==> src/rtl/refsw_pkg.sv <==
package refsw_pkg;
  typedef enum logic [1:0] {
    ST_INIT  = 2'd0,
    ST_LOCK  = 2'd1,
    ST_ALIGN = 2'd2,
    ST_HOLD  = 2'd3
  } refsw_st_e;
endpackage

==> src/rtl/refsw_rst_sync.sv <==
module refsw_rst_sync #(
  parameter int STAGES = 2
) (
  input  logic clk,
  input  logic rst_n,
  output logic rst_n_s
);
  logic [STAGES-1:0] sync_q;

  generate
    if (STAGES == 1) begin : g_one
      always_ff @(posedge clk or negedge rst_n) begin
        if (!rst_n) sync_q <= '0;
        else        sync_q <= 1'b1;
      end
    end else begin : g_many
      always_ff @(posedge clk or negedge rst_n) begin
        if (!rst_n) sync_q <= '0;
        else        sync_q <= {sync_q[STAGES-2:0], 1'b1};
      end
    end
  endgenerate

  assign rst_n_s = sync_q[STAGES-1];
endmodule

==> src/rtl/refsw_sel_filter.sv <==
module refsw_sel_filter #(
  parameter int SEL_STABLE = 2
) (
  input  logic clk,
  input  logic rst_n,
  input  logic sel_raw,
  output logic sel_q,
  output logic sel_req,
  output logic sel_val,
  output logic primed
);
  localparam int PCW = $clog2(SEL_STABLE + 1);

  logic [SEL_STABLE-1:0] hist_q, hist_d;
  logic [PCW-1:0]        pcnt_q, pcnt_d;
  logic                  flt_q, flt_d;
  logic                  primed_q, primed_d;
  logic                  all_same, filled, prime_now, chg;

  generate
    if (SEL_STABLE == 1) begin : g_h1
      assign hist_d = sel_raw;
    end else begin : g_hn
      assign hist_d = {hist_q[SEL_STABLE-2:0], sel_raw};
    end
  endgenerate

  always_comb begin
    all_same  = (hist_q == {SEL_STABLE{hist_q[0]}});
    filled    = (pcnt_q == PCW'(SEL_STABLE));
    prime_now = !primed_q && filled && all_same;
    chg       = primed_q && all_same && (hist_q[0] != flt_q);
    pcnt_d    = filled ? pcnt_q : pcnt_q + PCW'(1);
    flt_d     = (prime_now || chg) ? hist_q[0] : flt_q;
    primed_d  = primed_q || prime_now;
  end

  always_ff @(posedge clk or negedge rst_n) begin
    if (!rst_n) begin
      hist_q   <= '0;
      pcnt_q   <= '0;
      flt_q    <= 1'b0;
      primed_q <= 1'b0;
    end else begin
      hist_q   <= hist_d;
      pcnt_q   <= pcnt_d;
      flt_q    <= flt_d;
      primed_q <= primed_d;
    end
  end

  assign sel_q   = flt_q;
  assign sel_req = chg;
  assign sel_val = hist_q[0];
  assign primed  = primed_q;
endmodule

==> src/rtl/refsw_align_timer.sv <==
module refsw_align_timer #(
  parameter int ALIGN_CYC = 64
) (
  input  logic clk,
  input  logic rst_n,
  input  logic start,
  input  logic run,
  output logic done
);
  localparam int CW = (ALIGN_CYC > 1) ? $clog2(ALIGN_CYC) : 1;
  localparam logic [CW-1:0] LAST = CW'(ALIGN_CYC - 1);

  logic [CW-1:0] cnt_q, cnt_d;
  logic          cnt_en;

  always_comb begin
    done   = (cnt_q == LAST);
    cnt_en = start || (run && !done);
    cnt_d  = start ? '0 : cnt_q + CW'(1);
  end

  always_ff @(posedge clk or negedge rst_n) begin
    if (!rst_n)      cnt_q <= '0;
    else if (cnt_en) cnt_q <= cnt_d;
  end
endmodule

==> src/rtl/refsw_fsm.sv <==
module refsw_fsm
  import refsw_pkg::*;
(
  input  logic       clk,
  input  logic       rst_n,
  input  logic [1:0] ref_ok,
  input  logic       man,
  input  logic       sel_q,
  input  logic       sel_req,
  input  logic       sel_val,
  input  logic       primed,
  input  logic       done,
  output logic       start,
  output logic       act_sel,
  output logic       busy_n,
  output logic       hold,
  output logic       live
);
  refsw_st_e st_q, st_d;
  logic      act_q, act_d;
  logic      tgt, act_ok, oth_ok, req_ok;

  always_comb begin
    st_d   = st_q;
    act_d  = act_q;
    start  = 1'b0;
    tgt    = sel_req ? sel_val : sel_q;
    act_ok = ref_ok[act_q];
    oth_ok = ref_ok[!act_q];
    req_ok = sel_req && (sel_val != act_q) && ref_ok[sel_val];
    if (st_q == ST_INIT) begin
      if (primed) begin
        act_d = sel_q;
        st_d  = ST_LOCK;
      end
    end else if (man) begin
      if ((st_q == ST_HOLD) || (tgt != act_q)) begin
        act_d = tgt;
        st_d  = ST_ALIGN;
        start = 1'b1;
      end else if ((st_q == ST_ALIGN) && done) begin
        st_d = ST_LOCK;
      end
    end else if (st_q == ST_HOLD) begin
      if (ref_ok == 2'b11) begin
        act_d = tgt;
        st_d  = ST_ALIGN;
        start = 1'b1;
      end else if (ref_ok != 2'b00) begin
        act_d = ref_ok[1];
        st_d  = ST_ALIGN;
        start = 1'b1;
      end
    end else begin
      if (ref_ok == 2'b00) begin
        st_d = ST_HOLD;
      end else if ((st_q == ST_ALIGN) && !act_ok) begin
        st_d = ST_HOLD;
      end else if (req_ok) begin
        act_d = sel_val;
        st_d  = ST_ALIGN;
        start = 1'b1;
      end else if (!act_ok && oth_ok) begin
        act_d = !act_q;
        st_d  = ST_ALIGN;
        start = 1'b1;
      end else if ((st_q == ST_ALIGN) && done) begin
        st_d = ST_LOCK;
      end
    end
  end

  always_ff @(posedge clk or negedge rst_n) begin
    if (!rst_n) begin
      st_q  <= ST_INIT;
      act_q <= 1'b0;
    end else begin
      st_q  <= st_d;
      act_q <= act_d;
    end
  end

  assign act_sel = (st_q == ST_HOLD) ? 1'b0 : act_q;
  assign busy_n  = (st_q != ST_ALIGN);
  assign hold    = (st_q == ST_HOLD);
  assign live    = (st_q != ST_INIT);
endmodule

==> src/rtl/refsw_ctrl.sv <==
module refsw_ctrl #(
  parameter int ALIGN_CYC  = 64,
  parameter int SEL_STABLE = 2,
  parameter int RST_STAGES = 2
) (
  input  logic       clk,
  input  logic       rst_n,
  input  logic [1:0] ref_ok,
  input  logic       usr_sel,
  input  logic       mode_manual,
  input  logic       bypass,
  output logic       act_sel,
  output logic       busy_n,
  output logic       hold
);
  logic rst_n_s;
  logic man_w, live_w;
  logic sel_q, sel_req, sel_val, primed;
  logic tmr_start, tmr_done;

  assign man_w = mode_manual | bypass;

  refsw_rst_sync #(.STAGES(RST_STAGES)) u_rst (
    .clk     (clk),
    .rst_n   (rst_n),
    .rst_n_s (rst_n_s)
  );

  refsw_sel_filter #(.SEL_STABLE(SEL_STABLE)) u_filt (
    .clk     (clk),
    .rst_n   (rst_n_s),
    .sel_raw (usr_sel),
    .sel_q   (sel_q),
    .sel_req (sel_req),
    .sel_val (sel_val),
    .primed  (primed)
  );

  refsw_align_timer #(.ALIGN_CYC(ALIGN_CYC)) u_tmr (
    .clk   (clk),
    .rst_n (rst_n_s),
    .start (tmr_start),
    .run   (!busy_n),
    .done  (tmr_done)
  );

  refsw_fsm u_fsm (
    .clk     (clk),
    .rst_n   (rst_n_s),
    .ref_ok  (ref_ok),
    .man     (man_w),
    .sel_q   (sel_q),
    .sel_req (sel_req),
    .sel_val (sel_val),
    .primed  (primed),
    .done    (tmr_done),
    .start   (tmr_start),
    .act_sel (act_sel),
    .busy_n  (busy_n),
    .hold    (hold),
    .live    (live_w)
  );
endmodule

==> config.mk <==
export PLATFORM = sky130hd
export DESIGN_NAME = refsw_ctrl
export DESIGN_NICKNAME = d
export VERILOG_FILES = /design/src/rtl/refsw_pkg.sv /design/src/rtl/refsw_rst_sync.sv /design/src/rtl/refsw_sel_filter.sv /design/src/rtl/refsw_align_timer.sv /design/src/rtl/refsw_fsm.sv /design/src/rtl/refsw_ctrl.sv
export SDC_FILE = /design/constraint.sdc
export NUM_CORES = 1
export LEC_CHECK = 0
export ABC_AREA = 0
export BUFFER_PORTS_ARGS = -buffer_cell sky130_fd_sc_hd__buf_2
export CORE_MARGIN = 2
export CORE_UTILIZATION = 25
export CTS_CLUSTER_SIZE = 12
export DETAILED_ROUTE_END_ITERATION = 8
export HOLD_SLACK_MARGIN = 0.08
export MAX_ROUTING_LAYER = met4
export PLACE_DENSITY = 0.37
export SLEW_MARGIN = 40
export SYNTH_ARGS = -nofsm -noshare
export SYNTH_HDL_FRONTEND = slang
export SYNTH_SLANG_ARGS = --single-unit
==> constraint.sdc <==
create_clock -name clk -period 0.9 [get_ports clk]
set_input_delay 0.045 -clock clk [delete_from_list [all_inputs] [get_ports clk]]
set_output_delay 0.045 -clock clk [all_outputs]
set_load 0.02 [all_outputs]
* Yosys cells after proc, flatten, opt, wreduce, memory -nomap -nowiden
Cells that the tools add are included.
Word-level totals: register bits after elaboration 17, bits in latches 0, memory bits (writable) 0, memory bits (read-only) 0, bits of input ports 7, output and inout bits 3, memories kept 0
Cells by class: add/sub/neg operators 2, multiply operators 0, divide/modulo/power cells 0, order comparisons 3, equality and inequality tests 15, shift-type cells 0, multiplexer cells 42, bitwise logic cells 1, reduce and logical (&&, ||, !) cells 25
Operators by type and width (number):
- 1-bit two-way mux | 29
- 2-bit two-way mux | 12
- 1-bit logical AND | 10
- 2-bit equality test (second input constant) | 4
- 4-bit by 3-bit inequality test with 1-bit output (second input constant) | 2
- 6-bit by 1-bit adder with 6-bit output (second input constant) | 1
- 6-bit equality test (second input constant) | 1
- 1-bit by 2-bit < comparator with 1-bit output (second input constant) | 3
- 6-bit two-way mux | 1
- 6-bit AND reduction | 1
- 1-bit zero test | 5
- 5-bit by 1-bit inequality test with 1-bit output (second input constant) | 1
- 5-bit nonzero test | 1
- 2-bit zero test | 2
- 1-bit logical OR | 4
- 2-bit inequality test (second input constant) | 2
- 1-bit inequality test | 3
- 3-bit by 1-bit inequality test with 1-bit output (second input constant) | 1
- 2-bit by 1-bit adder with 2-bit output (second input constant) | 1
- 2-bit AND reduction | 1
- 2-bit nonzero test | 1
- 1-bit equality test | 1
- 1-bit bitwise OR | 1

* Depth between registers and ports, before layout
Gate-level depths: netlist of the first run.
depth in word-level cells 12, gate-level depth with buffers 7

* By module
Synthesis of the first run repeated with hierarchy kept, for this count alone.
Unflattened totals: cells, all modules 127, area total of the unflattened synthesis 1143.6 sq um
Modules (own cells, without submodules):
- refsw_fsm | times used 1, cells each 63, area an instance 449.2 sq um
- refsw_align_timer | times used 1, cells each 39, area an instance 380.4 sq um
- refsw_sel_filter | times used 1, cells each 20, area an instance 250.2 sq um
- refsw_rst_sync | times used 1, cells each 3, area an instance 53.8 sq um
- refsw_ctrl | times used 1, cells each 2, area an instance 10.0 sq um

* Worst setup path after synthesis of the first run
No wires, ideal clock.
path kind register to register, start register u_tmr.cnt_q[0], end register u_tmr.cnt_q[5], library setup time 0.078 ns, arrival 1.653 ns, path slack -0.830 ns, stages on the path, launching flop included 7, clock period less this slack 1.730 ns, cells stage by stage dfrtp_1 ha_1 and3_1 a31oi_4 nand4_1 or3_1 a21oi_1
On the way: longest elaborated chain between the ends 4, elaborated cells on any way between the ends 6
Ends and longest elaborated chain:
- start, declared | line refsw_align_timer.sv:13 | logic [CW-1:0] cnt_q, cnt_d;
- start signal, assigned | line refsw_align_timer.sv:24 | else if (cnt_en) cnt_q <= cnt_d;
- parallel branches: the longest is 4 deep, another holds 6-bit by 1-bit adder with 6-bit output
Parallel ways; which one is timed is not known. A chain may end at the register's enable or synchronous reset.

* Final worst setup path of the first run
start register u_filt.hist_q[1], end register u_fsm.st_q[0]
On the way: longest elaborated chain between the ends 11, elaborated cells on any way between the ends 15
Ends and longest elaborated chain:
- start, declared | line refsw_sel_filter.sv:14 | logic [SEL_STABLE-1:0] hist_q, hist_d;
- start signal, assigned | line refsw_sel_filter.sv:45 | hist_q <= hist_d;
- 1-bit equality test * | line refsw_sel_filter.sv:29 | all_same = (hist_q == {SEL_STABLE{hist_q[0]}});
- 1-bit logical AND * (2 in series) | line refsw_sel_filter.sv:32 | chg = primed_q && all_same && (hist_q[0] != flt_q);
- 1-bit logical AND (2 in series) | line refsw_fsm.sv:30 | req_ok = sel_req && (sel_val != act_q) && ref_ok[sel_val];
- 2-bit two-way mux | line refsw_fsm.sv:59 | end else if (req_ok) begin
- 2-bit two-way mux | line refsw_fsm.sv:57 | end else if ((st_q == ST_ALIGN) && !act_ok) begin
- 2-bit two-way mux | line refsw_fsm.sv:55 | if (ref_ok == 2'b00) begin
- 2-bit two-way mux | line refsw_fsm.sv:44 | end else if (st_q == ST_HOLD) begin
- 2-bit two-way mux * | line refsw_fsm.sv:36 | end else if (man) begin
- 2-bit two-way mux * | line refsw_fsm.sv:31 | if (st_q == ST_INIT) begin
- end signal, assigned | line refsw_fsm.sv:78 | st_q <= st_d;
- end, declared | line refsw_fsm.sv:19 | refsw_st_e st_q, st_d;
Every way passes the cells marked *; elsewhere a longest branch is shown, timed or not.

==> impl_metrics.json, run 1 <==
{
  "post_synth_main_area_contributors": "sky130_fd_sc_hd__dfrtp_1, sky130_fd_sc_hd__nor2_1, sky130_fd_sc_hd__mux2i_1",
  "violations": "negative setup slack",
  "postSynthAreaPerCell_um2": 9.654,
  "worst_skew_pair.late_latency_ps": 250,
  "syn_inst": 102,
  "critPathMaxStageDelay_ps": 420,
  "path_clk_slew_ps": 70,
  "finalCoreUtilization": 0.4411,
  "postSynthNetCount": 111,
  "synth.top_cells.by_count": "sky130_fd_sc_hd__dfrtp_1, sky130_fd_sc_hd__nor2_1, sky130_fd_sc_hd__nand2_1, sky130_fd_sc_hd__a21oi_1, sky130_fd_sc_hd__inv_1",
  "timing.critical_path.required_ps": 1090,
  "synth-edff-count": 0,
  "drt-initial-drc-count": 46,
  "cts_tree": "yes",
  "timing_worst_setup_path_type": "flip-flop to flip-flop",
  "initial_antenna_violation_count": 0,
  "yosys_warnings": 0,
  "total_length_of_routed_wires_um": 2516,
  "netlist_area_um2": 984.7,
  "core_um2": 3716,
  "netlist-cell-type-count": 38,
  "synth_most_common_cell": "sky130_fd_sc_hd__dfrtp_1",
  "h-tree-depth": 1,
  "synth_flop_cell": "sky130_fd_sc_hd__dfrtp_1",
  "reg2reg_to": "u_fsm.st_q[0]",
  "post_dp_cell_area_um2": 1374,
  "power_per_cell_area_nw_per_um2": 2515,
  "setup_slack_ps": -761.8,
  "drc_errors": 0,
  "worstSetupEndpointType": "flip-flop",
  "via_per_inst": 4.649,
  "wl_per_cell_um": 11.92,
  "met1_usage_grt": 0.1557,
  "ios": 10,
  "fmaxAchievable_mhz": 601.8,
  "worst_r2r_path_depth": 7,
  "standard_cell_row_count": 22,
  "io_buffer_count": 9,
  "pin_count_of_the_biggest_net_entering_global_routing": 16,
  "final_nets": 173,
  "fillers": 381,
  "grt_use_met2": 0.2213,
  "cts_buffer_depth": 2,
  "groute.usage.overall": 0.1299,
  "cts_made_buffers": 3,
  "num_vias": 981,
  "cts.sink_count": 17,
  "rsz_0062_raised_after_global_routing": "yes",
  "stdcell_area_um2": 1639,
  "gpl.final_weighted_congestion": 0.7927,
  "min_period_over_period": 1.846,
  "leakage_uw": 0.0007685,
  "cp.arrival_ps": 1850,
  "timing.final.setup_violations": 16,
  "synthArstFlopShare": 1.000,
  "antenna_viol_nets_final": 0,
  "cts_root_buffer": "sky130_fd_sc_hd__clkbuf_8",
  "synth.largest_area_cell": "sky130_fd_sc_hd__dfrtp_1",
  "die_area_um2": 4457,
  "detailedRoute.firstPassIterationCount": 4,
  "worst_r2r_startpoint": "u_filt.hist_q[1]",
  "timing.hold.worst.class": "input port to asynchronous set/reset pin",
  "grt_pass1_vias": 974,
  "cp_cell_sequence": "a21o_1 -> a22oi_4 -> mux2i_4 -> buf_4 -> or2_1 -> o221ai_2 -> nand2_1",
  "fin_worst_skew_ps": 4.404,
  "drive_above_1_share": 0.5215,
  "synth-seq-area-share": 0.4320,
  "fp.dieH_um": 66.76,
  "run_status": "finished, violations left",
  "timing.critical_path.max_delay_family": "compound AO/OA/AOI/OAI gates",
  "final-hold-violation-count": 0,
  "worst_path_bufs_invs": 1,
  "vdd_drop_max_mv": 1.017,
  "startpoint_type": "flip-flop",
  "busiest_layer": "met2",
  "place_hpwl_um": 1838,
  "ys_seq_elements": 17,
  "timing.critical_path.fanout_max": 4,
  "final_max_slew_viol_count": 0,
  "crit_path_top_delay_cell": "sky130_fd_sc_hd__dfrtp_1",
  "initial_utilization": 0.2650,
  "netlist.area_leader.share": 0.4320,
  "met3_usage": 0.02534,
  "min_period_ps": 1662,
  "maxCapViolCount": 0,
  "grt_first_pass_wirelength_um": 4250,
  "die_width_um": 66.76,
  "rrSetupSlack_ps": -760,
  "antennaDiodeCount": 0,
  "global_route.overflow_total": 0,
  "area.growth.synth_to_final_pct": 66.45
}
[area by class of cell]
type | instances | area, um2 | share of cell area
Multi-Input combinational cell | 77 | 600.6 | 0.3664
Timing Repair Buffer | 59 | 478.0 | 0.2916
Sequential cell | 17 | 429.2 | 0.2618
Tap cell | 48 | 60.06 | 0.03664
Clock buffer | 3 | 41.29 | 0.02519
Inverter | 6 | 25.02 | 0.01527
Clock inverter | 1 | 5.005 | 0.003053
[metrics by stage]
| stage | setup slack, ps | hold slack [ps] | setup TNS (ps) | power (uW) | instances |
|---|---|---|---|---|---|
| finish | -761.8 | 98.29 | -7869 | 4122 | 211 |
| global route | -875.8 | 99.32 | -9139 | 4426 | 211 |
| CTS | -711.0 | 89.39 | -7521 | 3787 | 200 |
| detailed placement | -714.7 | -167.5 | -6816 | 2916 | 193 |
| global placement | -693.0 | -171.4 | -6496 | 2918 | 193 |
| floorplan | -749.3 | -250.6 | -5293 | 2100 | 102 |
[worst reg2reg max path, cell delays in order, from the launching register on]
cell and delay [ps]:
sky130_fd_sc_hd__dfrtp_1 420, sky130_fd_sc_hd__a21o_1 200, sky130_fd_sc_hd__a22oi_4 240, sky130_fd_sc_hd__mux2i_4 310
sky130_fd_sc_hd__buf_4 150, sky130_fd_sc_hd__or2_1 120, sky130_fd_sc_hd__o221ai_2 90, sky130_fd_sc_hd__nand2_1 60
[state kept, by name (all words and copies together), names as in the netlist]
name and count:
u_filt.sel_q 1, u_rst.sync_q 2, u_filt.hist_q 2, u_fsm.act_q 1
u_fsm.st_q 2, u_tmr.cnt_q 6, u_filt.pcnt_q 2, u_filt.primed 1
[metal layers]
layer / up-vias / wire length [um]
met5: - / 0
met4: 0 / 29
met3: 4 / 57
met2: 11 / 1257
met1: 473 / 1172
li1: 493 / -
[timing repair]
item	4_1_cts	5_1_grt
cloned	0	0
resized for setup	20	15
pin swaps	3	8
endpoints found under the hold margin	3	0
buffers inserted	1	13
endpoints found under the setup margin	16	16
hold buffers	2	0
[worst max path at each step]
stage | start | endpoint | slack, ps | cells past startpoint
6_report | u_filt.hist_q[1] | u_fsm.st_q[0] | -760 | 7
5_1_grt | u_filt.hist_q[1] | u_fsm.st_q[0] | -880 | 7
4_1_cts | u_filt.primed | u_fsm.act_q | -710 | 6
3_5_place_dp | u_filt.hist_q[1] | u_fsm.act_q | -710 | 6
3_3_place_gp | u_filt.primed | u_fsm.act_q | -690 | 6
2_1_floorplan | u_tmr.cnt_q[0] | u_tmr.cnt_q[5] | -750 | 6
[placed cells by master, fill, tap and decap left out, types with 2 or more instances in the layout]
cell type	instances
sky130_fd_sc_hd__mux2i_1	2
sky130_fd_sc_hd__buf_2	6
sky130_fd_sc_hd__dfrtp_2	3
sky130_fd_sc_hd__xnor2_1	2
sky130_fd_sc_hd__nand3b_1	2
sky130_fd_sc_hd__inv_1	3
sky130_fd_sc_hd__buf_4	39
sky130_fd_sc_hd__a31oi_1	3
sky130_fd_sc_hd__nand4_1	3
sky130_fd_sc_hd__o21ai_1	4
sky130_fd_sc_hd__buf_6	12
sky130_fd_sc_hd__nand2b_1	2
sky130_fd_sc_hd__inv_2	2
sky130_fd_sc_hd__dlygate4sd3_1	2
sky130_fd_sc_hd__a21oi_1	7
sky130_fd_sc_hd__xor2_1	3
sky130_fd_sc_hd__nor2_2	2
sky130_fd_sc_hd__clkbuf_8	3
sky130_fd_sc_hd__nor2_1	9
sky130_fd_sc_hd__dfrtp_1	14
sky130_fd_sc_hd__nand2_1	7
[logic make-up (layout without fill, tap and decap cells)]
family          Yosys count  after routing  share of synthesized area
compound gates           27             27                     0.2135
xor+xnor                  6              6                    0.05338
fa+ha+maj                 2              2                    0.02541
buf+inv                   8             69                    0.03431
flops                    17             17                     0.4320
mux                       4              4                    0.04066
other cells               1              1                   0.003808
simple gates             37             37                     0.1970
[power by group]
part | leakage, uW | total, uW | switching (uW) | internal, uW
clock network | 0.0000255 | 578 | 271 | 307
registers | 0.000204 | 1040 | 142 | 897
logic | 0.000539 | 2500 | 1110 | 1400
Note: power is estimated with default switching activity, not from simulation.
==> inputs of run 2 (changes only) <==
Settings changed: TNS_END_PERCENT from default to 20.
==> run 2 against run 1 <==
Effect of this change:
- the run still ends with negative setup slack left
- clock-buffer cell count is 1 higher
- worst hold slack better by 2.0 ps
- clock skew is 1.5 ps higher
- sequential power is 5% lower
- die area stayed put
- cell area is 8.3% lower
- maximum frequency is 6.7% higher
- largest cell class unchanged
==> impl_metrics.json, run 2 (synthesis results as in run 1) <==
{
  "run_status": "finished, violations left",
  "violations": "negative setup slack",
  "core_um2": 3716,
  "cts_buffer_depth": 2,
  "drive_above_1_share": 0.4258,
  "fillers": 379,
  "place_hpwl_um": 1856,
  "registers.top_by_ff_count": "u_tmr.cnt_q",
  "startpoint_type": "flip-flop",
  "fmaxAchievable_mhz": 642.3,
  "worst_r2r_path_depth": 6,
  "io_buffer_count": 9,
  "cts_root_buffer": "sky130_fd_sc_hd__clkbuf_8",
  "final_nets": 165,
  "timing.final.setup_violations": 14,
  "global_route.overflow_total": 0,
  "cts.sink_count": 17,
  "min_period_ps": 1557,
  "cts_tree": "yes",
  "critPathMaxStageDelay_ps": 420,
  "num_vias": 941,
  "vdd_drop_max_mv": 1.103,
  "finalCoreUtilization": 0.4044,
  "area.growth.synth_to_final_pct": 52.60,
  "antenna_viol_nets_final": 0,
  "fin_worst_skew_ps": 5.909,
  "timing.critical_path.required_ps": 1030,
  "grt_first_pass_wirelength_um": 4160,
  "detailedRoute.firstPassIterationCount": 4,
  "final_max_slew_viol_count": 0,
  "most-common-layout-cells": "sky130_fd_sc_hd__buf_4, sky130_fd_sc_hd__dfrtp_1, sky130_fd_sc_hd__nor2_1",
  "die_width_um": 66.76,
  "timing.hold.worst.class": "input port to asynchronous set/reset pin",
  "cp.arrival_ps": 1690,
  "drt-initial-drc-count": 63,
  "pin_count_of_the_biggest_net_entering_global_routing": 14,
  "h-tree-depth": 1,
  "die_area_um2": 4457,
  "initial_utilization": 0.2650,
  "final_common_cell": "sky130_fd_sc_hd__buf_4",
  "min_period_over_period": 1.730,
  "cts_made_buffers": 3,
  "timing.critical_path.fanout_max": 5,
  "grt_pass1_vias": 931,
  "ios": 10,
  "rsz_0062_raised_after_global_routing": "yes",
  "groute.usage.overall": 0.1259,
  "drc_errors": 0,
  "worst_r2r_startpoint": "u_filt.sel_q",
  "total_length_of_routed_wires_um": 2344,
  "fp.dieH_um": 66.76,
  "reg2reg_to": "u_fsm.st_q[0]",
  "largest_reg_flops": 6,
  "post_dp_cell_area_um2": 1378,
  "final-hold-violation-count": 0,
  "worst_skew_pair.late_latency_ps": 250,
  "setup_slack_ps": -657.0,
  "power_per_cell_area_nw_per_um2": 2380,
  "wl_per_cell_um": 11.55,
  "maxCapViolCount": 0,
  "leakage_uw": 0.0007063,
  "via_per_inst": 4.635,
  "antennaDiodeCount": 0,
  "worstSetupEndpointType": "flip-flop",
  "stdcell_area_um2": 1503,
  "rrSetupSlack_ps": -660,
  "path_clk_slew_ps": 70,
  "standard_cell_row_count": 22,
  "timing_worst_setup_path_type": "flip-flop to flip-flop",
  "crit_path_top_delay_cell": "sky130_fd_sc_hd__dfrtp_1",
  "initial_antenna_violation_count": 0,
  "cp_cell_sequence": "a21o_1 -> a22oi_4 -> mux2i_4 -> or2_1 -> o221ai_1 -> nand2_1",
  "gpl.final_weighted_congestion": 0.8080
}
[run 2: cell types whose count changed in the layout (fill, tap and decap cells not counted), moves of 2 or more]
cell / before / now
sky130_fd_sc_hd__o21ai_1: 4 / 1
sky130_fd_sc_hd__nor2_1: 9 / 11
sky130_fd_sc_hd__o21ai_0: 1 / 3
sky130_fd_sc_hd__dfrtp_1: 14 / 16
sky130_fd_sc_hd__nor2_2: 2 / 0
sky130_fd_sc_hd__buf_6: 12 / 1
sky130_fd_sc_hd__dfrtp_2: 3 / 1
sky130_fd_sc_hd__inv_1: 3 / 5
[run 2: repair_timing]
| item | CTS | global route |
|---|---|---|
| hold buffers | 3 | 0 |
| pin swaps | 2 | 4 |
| gates resized for setup | 10 | 4 |
| buffers inserted | 1 | 0 |
| hold endpoints to repair | 5 | 0 |
| cloned | 0 | 0 |
| setup endpoints to repair | 16 | 15 |
[run 2: critical path: cells and delay by family, from the launching register on]
kind | cells | cell delay, ps
flops | 1 | 420
mux | 1 | 110
simple gates | 2 | 330
compound gates | 3 | 590
[run 2: worst max-delay path by stage]
| stage | startpoint | endpoint |
|---|---|---|
| after global placement | u_filt.hist_q[1] | u_fsm.st_q[0] |
| final | u_filt.sel_q | u_fsm.st_q[0] |
| after global routing | u_fsm.act_q | u_tmr.cnt_q[0] |
| after detailed placement | u_filt.hist_q[1] | u_fsm.st_q[0] |
| after floorplan | u_tmr.cnt_q[0] | u_tmr.cnt_q[5] |
| after CTS | u_filt.primed | u_fsm.st_q[0] |
[run 2: report_power, final]
part	leakage, uW	switching, uW	total (uW)	internal, uW
combinational	0.000479	1000	2020	1020
clock	0.0000228	248	561	314
sequential	0.000205	102	993	891
[run 2: final cells by class]
type                       instances  area [um2]  area share
clock buffer                       4       45.04     0.02998
inverter                           6       22.52     0.01499
multi-input combinational         77       571.8      0.3805
sequential                        17       426.7      0.2839
tap                               48       60.06     0.03997
timing repair buffer              51       376.6      0.2506
[run 2: per-stage QoR]
stage	total power, uW	setup TNS [ps]	hold slack (ps)	worst slack [ps]	instances
floorplan	2089	-5742	-250.6	-749.5	102
global placement	2896	-6762	-171.2	-712.3	195
detailed placement	2894	-6746	-168.8	-730.1	195
CTS	3592	-7126	91.80	-663.6	203
global route	3871	-8442	103.3	-788.7	203
finish	3577	-6906	100.3	-657.0	203
[run 2: routing by layer]
| layer | track usage | routed length (um) |
|---|---|---|
| met5 | - | 0 |
| met4 | 0.04592 | 31 |
| met3 | 0.02534 | 70 |
| met2 | 0.2063 | 1107 |
| met1 | 0.1538 | 1134 |
